`config.mk`:
```
export PLATFORM = sky130hd
export DESIGN_NAME = paged_win_xlat
export DESIGN_NICKNAME = d
export VERILOG_FILES = /design/src/rtl/paged_win_pkg.sv /design/src/rtl/pw_io_decode.sv /design/src/rtl/pw_page_regs.sv /design/src/rtl/pw_win_xlate.sv /design/src/rtl/paged_win_xlat.sv
export SDC_FILE = /design/constraint.sdc
export NUM_CORES = 1
export LEC_CHECK = 0
export BUFFER_PORTS_ARGS = -buffer_cell sky130_fd_sc_hd__buf_2
export CORE_ASPECT_RATIO = 1.75
export CORE_UTILIZATION = 54
export DETAILED_ROUTE_END_ITERATION = 7
export PLACE_DENSITY = 0.91
export SLEW_MARGIN = 0
export SYNTH_ARGS = -nofsm -noshare
export SYNTH_HDL_FRONTEND = slang
export SYNTH_HIERARCHICAL = 1
export SYNTH_SLANG_ARGS = --single-unit
export TNS_END_PERCENT = 1
```
`constraint.sdc`:
```
create_clock -name clk -period 2 [get_ports clk]
set_input_delay 0.2 -clock clk [delete_from_list [all_inputs] [get_ports clk]]
set_output_delay 0.2 -clock clk [all_outputs]
set_load 0.01 [all_outputs]
```
`src/rtl/paged_win_pkg.sv`:
```
package paged_win_pkg;

    // Low 13 bits of the page 0 port for a select code.
    // The valid codes are exactly those listed in the requirements.
    function automatic logic sel_code_valid(input logic [3:0] code);
        logic ok;
        unique case (code)
            4'b0000, 4'b0001, 4'b0101, 4'b0110,
            4'b1010, 4'b1011, 4'b1110: ok = 1'b1;
            default:                   ok = 1'b0;
        endcase
        return ok;
    endfunction

    // Base = 208h with the code placed in bits 7:4.
    function automatic logic [12:0] sel_code_base(input logic [3:0] code);
        return 13'h208 | {5'd0, code, 4'd0};
    endfunction

endpackage

```
`src/rtl/pw_io_decode.sv`:
```
module pw_io_decode
    import paged_win_pkg::*;
#(
    parameter int IO_W   = 16,
    parameter int NPAGE  = 8,
    localparam int IDX_W = $clog2(NPAGE),
    localparam int STR_W = IO_W - IDX_W
) (
    input  logic [3:0]       sel_code,
    input  logic [IO_W-1:0]  io_addr,
    input  logic             io_wr,
    input  logic             io_rd,
    output logic             wr_en,
    output logic             rd_en,
    output logic [IDX_W-1:0] port_idx
);
    logic            code_ok;
    logic [STR_W-1:0] base_lo;
    logic            claim;

    always_comb begin
        code_ok  = sel_code_valid(sel_code);
        base_lo  = STR_W'(sel_code_base(sel_code));
        claim    = code_ok && (io_addr[STR_W-1:0] == base_lo);
        port_idx = io_addr[IO_W-1:STR_W];
        wr_en    = claim && io_wr;
        rd_en    = claim && io_rd;
    end
endmodule

```
`src/rtl/pw_page_regs.sv`:
```
module pw_page_regs #(
    parameter int NPAGE  = 8,
    parameter int REG_W  = 8,
    localparam int IDX_W = $clog2(NPAGE)
) (
    input  logic                         clk,
    input  logic                         rst_n,
    input  logic                         wr_en,
    input  logic                         rd_en,
    input  logic [IDX_W-1:0]             idx,
    input  logic [REG_W-1:0]             wdata,
    output logic [REG_W-1:0]             rdata,
    output logic [NPAGE-1:0][REG_W-1:0]  pages
);
    for (genvar g = 0; g < NPAGE; g++) begin : g_page
        always_ff @(posedge clk or negedge rst_n) begin
            if (!rst_n) begin
                pages[g] <= '0;
            end else if (wr_en && (idx == IDX_W'(g))) begin
                pages[g] <= wdata;
            end
        end
    end

    always_comb begin
        rdata = rd_en ? pages[idx] : '0;
    end
endmodule

```
`src/rtl/pw_win_xlate.sv`:
```
module pw_win_xlate #(
    parameter int            ADDR_W     = 24,
    parameter int            NPAGE      = 8,
    parameter int            REG_W      = 8,
    parameter int            PAGE_W     = 14,
    parameter logic [23:0]   WIN_B_BASE = 24'h0A0000,
    localparam int IDX_W   = $clog2(NPAGE),
    localparam int WIN_LSB = PAGE_W + IDX_W,
    localparam int TAG_W   = ADDR_W - WIN_LSB,
    localparam int XL_W    = REG_W - 1,
    localparam int PAD_W   = ADDR_W - XL_W - PAGE_W
) (
    input  logic [NPAGE-1:0][REG_W-1:0] pages,
    input  logic                        ext_cfg_ok,
    input  logic                        win_a_en,
    input  logic                        win_b_en,
    input  logic [TAG_W-1:0]            win_a_base,
    input  logic [ADDR_W-1:0]           mem_addr,
    output logic [ADDR_W-1:0]           phys_addr,
    output logic                        xlat_hit
);
    localparam logic [TAG_W-1:0] B_TAG = WIN_B_BASE[ADDR_W-1:WIN_LSB];

    logic [TAG_W-1:0] tag;
    logic [IDX_W-1:0] slot;
    logic             in_a, in_b, win_open;
    logic [REG_W-1:0] cur;

    always_comb begin
        tag  = mem_addr[ADDR_W-1:WIN_LSB];
        slot = mem_addr[WIN_LSB-1:PAGE_W];
        in_a = (tag == win_a_base);
        in_b = (tag == B_TAG);
        // Window A wins when both claim the address.
        if (in_a)      win_open = win_a_en;
        else if (in_b) win_open = win_b_en;
        else           win_open = 1'b0;
        cur      = pages[slot];
        xlat_hit = win_open && ext_cfg_ok && cur[REG_W-1];
        phys_addr = xlat_hit ? {{PAD_W{1'b0}}, cur[XL_W-1:0], mem_addr[PAGE_W-1:0]}
                             : mem_addr;
    end
endmodule

```
`src/rtl/paged_win_xlat.sv`:
```
module paged_win_xlat #(
    parameter int          ADDR_W     = 24,
    parameter int          IO_W       = 16,
    parameter int          NPAGE      = 8,
    parameter int          REG_W      = 8,
    parameter int          PAGE_W     = 14,
    parameter logic [23:0] WIN_B_BASE = 24'h0A0000,
    localparam int IDX_W = $clog2(NPAGE),
    localparam int TAG_W = ADDR_W - PAGE_W - IDX_W
) (
    input  logic              clk,
    input  logic              rst_n,
    input  logic [3:0]        sel_code,
    input  logic [IO_W-1:0]   io_addr,
    input  logic              io_wr,
    input  logic              io_rd,
    input  logic [REG_W-1:0]  io_wdata,
    output logic [REG_W-1:0]  io_rdata,
    output logic              io_ack,
    input  logic              ext_cfg_ok,
    input  logic              win_a_en,
    input  logic              win_b_en,
    input  logic [TAG_W-1:0]  win_a_base,
    input  logic [ADDR_W-1:0] mem_addr,
    output logic [ADDR_W-1:0] phys_addr,
    output logic              xlat_hit
);
    logic                        dec_wr_en, dec_rd_en;
    logic [IDX_W-1:0]            dec_idx;
    logic [NPAGE-1:0][REG_W-1:0] page_q;

    pw_io_decode #(.IO_W(IO_W), .NPAGE(NPAGE)) i_dec (
        .sel_code (sel_code),
        .io_addr  (io_addr),
        .io_wr    (io_wr),
        .io_rd    (io_rd),
        .wr_en    (dec_wr_en),
        .rd_en    (dec_rd_en),
        .port_idx (dec_idx)
    );

    pw_page_regs #(.NPAGE(NPAGE), .REG_W(REG_W)) i_regs (
        .clk   (clk),
        .rst_n (rst_n),
        .wr_en (dec_wr_en),
        .rd_en (dec_rd_en),
        .idx   (dec_idx),
        .wdata (io_wdata),
        .rdata (io_rdata),
        .pages (page_q)
    );

    assign io_ack = dec_rd_en;

    pw_win_xlate #(
        .ADDR_W(ADDR_W), .NPAGE(NPAGE), .REG_W(REG_W),
        .PAGE_W(PAGE_W), .WIN_B_BASE(WIN_B_BASE)
    ) i_xl (
        .pages      (page_q),
        .ext_cfg_ok (ext_cfg_ok),
        .win_a_en   (win_a_en),
        .win_b_en   (win_b_en),
        .win_a_base (win_a_base),
        .mem_addr   (mem_addr),
        .phys_addr  (phys_addr),
        .xlat_hit   (xlat_hit)
    );
endmodule

```
==> metrics, run 1 <==
outcome complete, but fails checks; failing checks setup timing; synth-to-layout area growth 24.4%; Yosys top cell by area dfrtp_1; startpoint types flip-flop; PnR Total Power 0.00310 W; Hold Path Stages 2; Largest register FFs 64; Syn Area/Cell 14.1 sq um; H-tree depth 3; Pins Over Slew Limit 0; Final Instance Count excl. Fillers 473; Worst-path clk slew 0.05 ns; DR WL/cell 23.5 microns; vias in the first global route 3320; total CTS buffers 9; antenna fix cells 0; initial core utilization 56.4%; final hold slack 0.188 ns; slowest CP cell mux4_2; fin crit period 2.26 ns; clk sinks 64; setup TNS -3.85 ns; CP Cell Sequence mux4_2 > nand2b_4 > nand3b_4 > a21oi_4 > buf_6 > mux2_4 > buf_6; GP Congestion 0.882; maximum VDD drop 0.583 mV; vias per inst 6.40; Max-cap violations 0; ys flop type dfrtp_1; slowest stage delay, CP 0.49 ns; Buffers on Ports 71; cell family with most CP delay multiplexers; Clock Latency Late Sink 0.32 ns; Seq/Total Area, Yosys 39.0%; CTS tree yes; Die W 68.0 microns; CP Data Required Time 1.80 ns; number of synthesized flops with an enable pin 0; top flop regs i_regs/pages (64); Cells after Synth 292; routed wire length 11100 microns; initial DRC count 312; Worst path depth 7; total gr overflow 0; Top reg by flops i_regs/pages; core area 7280 sq um; clock buffer depth 2; worst endpoint data arrival time 2.06 ns; Reg2Reg Depth 3; synthesized area 4110 sq um; HP Start io_wdata[3]; Hold WC Path Type in2reg; Mapped Nets 358; Achievable Freq 442 MHz; Final Hold Vio Count 0; RSZ-0062 raised after global routing yes; layout cell share with drive strength beyond 1 65.6%; Chip Height 117 microns; remaining antenna violation count 0; Synth top area share 39.0%; headroom to the max-slew limit 68.8%; Ports 100; Final Skew 0 ns; pin count of the biggest net entering global routing 26; GRT Overall Usage 30.4%; placed cell count 449; Crit Path Class reg2out; Site Rows 41; initial antenna violation count 0; post-synth cell types 49; drt pass-1 iters 4; ys async rst share 100%; Crit. Startpoint i_regs/pages[31]; hpwl dp 7590 microns; CTS Root Buffer Type clkbuf_16; global-route wire length before repair 17200 microns; top-count cell post-synth mux2_2; final net count 448; final worst setup slack -0.261 ns; top area cells in the synthesized netlist dfrtp_1 39%, mux2_2 18%, mux4_2 8.2%, mux4_1 6.4%, mux2_4 4.7%; CP Capture Type primary output; period utilisation layout 113%; #FFs+latches synth 64; # setup viols final 19; Syn. warnings 6; worst-margin pin slew 0.468 ns; DRC Markers 0; FF-to-FF Start i_regs/pages[23]; worst path bufs/invs 2; Crit path top cell by count buf_6; Commonest cells post-synth 67 x mux2_2, 64 x dfrtp_1, 19 x buf_4; full die area 7980 sq um; setup slack at placement -0.362 ns; PD cells 607 nW/um^2; vias 3026; Critical Path Fanout Max 6; leak pwr 2.54 nW
-- per-stage QoR --
step           util (%)  area [sq um]
3_3_place_gp       63.2          4610
5_1_grt            70.2          5110
2_1_floorplan         -          4140
4_1_cts            69.4          5060
6_report           70.2          5110
3_5_place_dp       63.2          4610
-- worst reg2reg max path, delay by kind of cell (launching register included) --
family	cells	cell delay, ns
buf+inv	2	0.26
mux	1	0.26
flops	1	0.39
-- placed cells by master, fill, tap and decap left out, drive strengths merged, types with 5 or more instances in the layout --
master	n
a21oi	7
buf	111
clkbuf	9
clkinv	5
dfrtp	64
inv	8
mux2	88
mux4	25
nor2	7
o221ai	5
xor2	7
-- where the power goes --
| group | leakage [nW] | internal [W] | switching (W) |
|---|---|---|---|
| Sequential | 0.895 | 0.00130 | 0.000000192 |
| Combinational | 1.50 | 0.000148 | 0.000169 |
| Clock | 0.145 | 0.000950 | 0.000538 |
-- path summary, 6_finish.rpt --
kind                       slack [ns]               end
min in group asynchronous        0.36  i_regs/pages[25]
max reg2reg                      0.98  i_regs/pages[23]
max in group asynchronous        0.97  i_regs/pages[59]
min reg2reg                      0.52  i_regs/pages[43]
max                             -0.26     phys_addr[19]
min                              0.19  i_regs/pages[43]
-- layout make-up --
cell class | instances | area, sq um
clock inverter | 7 | 62.6
sequential | 64 | 1600
multi-input combinational | 187 | 2310
fill | 444 | 2170
timing repair buffer | 112 | 771
tap | 86 | 108
inverter | 8 | 30.0
clock buffer | 9 | 225
-- metal layers --
metal / wire length (microns) / global-route usage, % / share of wire [%]
met5: 0 / 0 / 0
met4: 665 / 23.3 / 6.0
met1: 3800 / 31.8 / 34
met3: 703 / 8.27 / 6.3
met2: 5930 / 49.0 / 53
-- repair_timing --
action / in CTS / in global routing
resized for setup: 23 / 7
setup endpoints to repair: 36 / 37
hold buffers: 1 / 0
pin swaps: 2 / 0
setup buffers: 5 / 2
hold endpoints to repair: 18 / 0
-- cell families after synthesis --
family,after synthesis,share of synthesized area (%)
multiplexers,116,40.6
AND/OR/NAND/NOR,40,7.25
XOR/XNOR,11,2.34
buffers and inverters,41,7.28
flip-flops,64,39.0
AO/OA/AOI/OAI,20,3.53
(Power assumes the default switching activity.)
==> run 2: changes to the inputs <==
--- a/config.mk
+++ b/config.mk
@@ -10,6 +10,7 @@
 export CORE_UTILIZATION = 54
 export DETAILED_ROUTE_END_ITERATION = 7
 export PLACE_DENSITY = 0.91
+export REMOVE_ABC_BUFFERS = 1
 export SLEW_MARGIN = 0
 export SYNTH_ARGS = -nofsm -noshare
 export SYNTH_HDL_FRONTEND = slang
==> metrics, run 2 (synthesized netlist as in run 1, its figures left out) <==
outcome complete, but fails checks; failing checks setup timing; final net count 443; pin count of the biggest net entering global routing 45; DR WL/cell 23.2 microns; Pins Over Slew Limit 0; worst endpoint data arrival time 2.07 ns; Clock Latency Late Sink 0.33 ns; maximum VDD drop 0.479 mV; Die W 68.0 microns; R2R Setup Slk 1.08 ns; routed wire length 10800 microns; Hold WC Path Type in2reg; total CTS buffers 9; top flop regs i_regs/pages (64); leak pwr 2.52 nW; Crit. Startpoint i_regs/pages[63]; Post-Place Cell Area 4620 sq um; Post-Layout Inst Area 5080 sq um; FF-to-FF End i_regs/pages[55]; Top reg by flops i_regs/pages; full die area 7980 sq um; CP Data Required Time 1.80 ns; fill count 450; vias 2981; Crit Path Class reg2out; crit path to phys_addr[15]; # setup viols final 14; Site Rows 41; antenna fix cells 0; CTS tree yes; headroom to the max-slew limit 65.7%; RSZ-0062 raised after global routing yes; Max-cap violations 0; initial core utilization 56.4%; slowest CP cell mux4_2; Critical Path Fanout Max 7; Reg2Reg Depth 2; Ports 100; initial antenna violation count 0; worst-margin pin slew 0.514 ns; global-route wire length before repair 16700 microns; fin util 69.8%; total gr overflow 0; CP Capture Type primary output; DRC Markers 0; startpoint types flip-flop; GRT Overall Usage 29.4%; hpwl dp 7560 microns; commonest cells after routing, fill and taps aside 67 x mux2_2, 64 x dfrtp_1, 62 x buf_2, 28 x buf_4, 15 x mux4_2; CTS Root Buffer Type clkbuf_16; CP Cell Sequence mux4_2 > nand2b_4 > nand3b_4 > a21oi_4 > buf_12 > mux2_4 > buf_6; layout cell share with drive strength beyond 1 63.3%; Largest register FFs 64; core area 7280 sq um; placed cell count 450; fin crit period 2.27 ns; clock buffer depth 2; PD cells 594 nW/um^2; vias per inst 6.38; slowest stage delay, CP 0.49 ns; synth-to-layout area growth 23.7%; clk sinks 64; Final Skew 0 ns; Chip Height 117 microns; GP Congestion 0.842; FF-to-FF Start i_regs/pages[55]; H-tree depth 3; initial DRC count 164; period utilisation layout 113%; Buffers on Ports 71; remaining antenna violation count 0; commonest non-fill, non-tap cell in the layout mux2_2; Final Hold Vio Count 0; Worst-path clk slew 0.05 ns; vias in the first global route 3373; Achievable Freq 441 MHz; drt pass-1 iters 4; Final Instance Count excl. Fillers 467; final worst setup slack -0.269 ns
==> run 2: changes by cell type in the layout (fill, tap and decap cells not counted), sizes merged <==
cell	change
buf	-5
bufinv	-1
clkbuf	+6
clkinv	-5
clkinvlp	-1
==> run 2: stage by stage <==
stage / setup TNS (ns) / setup WS (ns) / total power [W] / hold slack (ns)
final: -2.24 / -0.269 / 0.00302 / 0.202
after global placement: -15.36 / -0.339 / 0.00160 / 0.179
after CTS: -2.06 / -0.250 / 0.00303 / 0.195
after detailed placement: -23.41 / -0.483 / 0.00160 / 0.191
after global routing: -3.40 / -0.309 / 0.00312 / 0.215
after floorplan: -25.04 / -0.530 / 0.00141 / -0.0956
==> run 2: worst max-delay path: cells and delay by family, from the launching register on <==
kind	cells	cell delay, ns
AOI/OAI and AO/OA	1	0.05
buffers and inverters	2	0.26
DFF	1	0.40
muxes	2	0.79
and+or+nand+nor	2	0.25
==> run 2: worst min-delay path by stage <==
stage	start	to	slack [ns]	cells past startpoint
4_1_cts	io_wdata[4]	i_regs/pages[44]	0.20	2
5_1_grt	io_wdata[0]	i_regs/pages[40]	0.21	2
6_report	io_wdata[0]	i_regs/pages[40]	0.20	2
3_5_place_dp	rst_n	i_regs/pages[32]	0.19	1
3_3_place_gp	rst_n	i_regs/pages[52]	0.18	1
2_1_floorplan	rst_n	i_regs/pages[0]	-0.1	0
==> run 2: where the power goes <==
group	switching [W]	internal (W)	total, W
clock	0.000499	0.000899	0.00140
combinational	0.000174	0.000149	0.000323
sequential	0.000000186	0.00130	0.00130
total	0.000673	0.00235	0.00302
==> run 2: what timing repair did <==
item / CTS / global route
endpoints found under the hold margin: 20 / 0
setup buffers: 0 / 1
gates resized for setup: 23 / 9
pin swaps: 3 / 3
setup endpoints to repair: 48 / 35
hold buffers: 1 / 0
==> run 2: routing by layer <==
layer / vias to the layer above / wire length, microns / global-route usage (%)
met5: - / 0 / 0
met4: 0 / 597 / 23.2
met3: 58 / 844 / 9.24
met2: 195 / 5780 / 47.1
met1: 1469 / 3610 / 29.9
li1: 1259 / - / -
==> run 2: final cells by class <==
| type | count | area (sq um) | area share [%] |
|---|---|---|---|
| multi-input cells | 187 | 2320 | 45.7 |
| flip-flops and latches | 64 | 1600 | 31.5 |
| repair buffers | 107 | 754 | 14.8 |
| clock buffers | 15 | 268 | 5.27 |
| well taps | 86 | 108 | 2.12 |
| inverters | 8 | 30.0 | 0.591 |
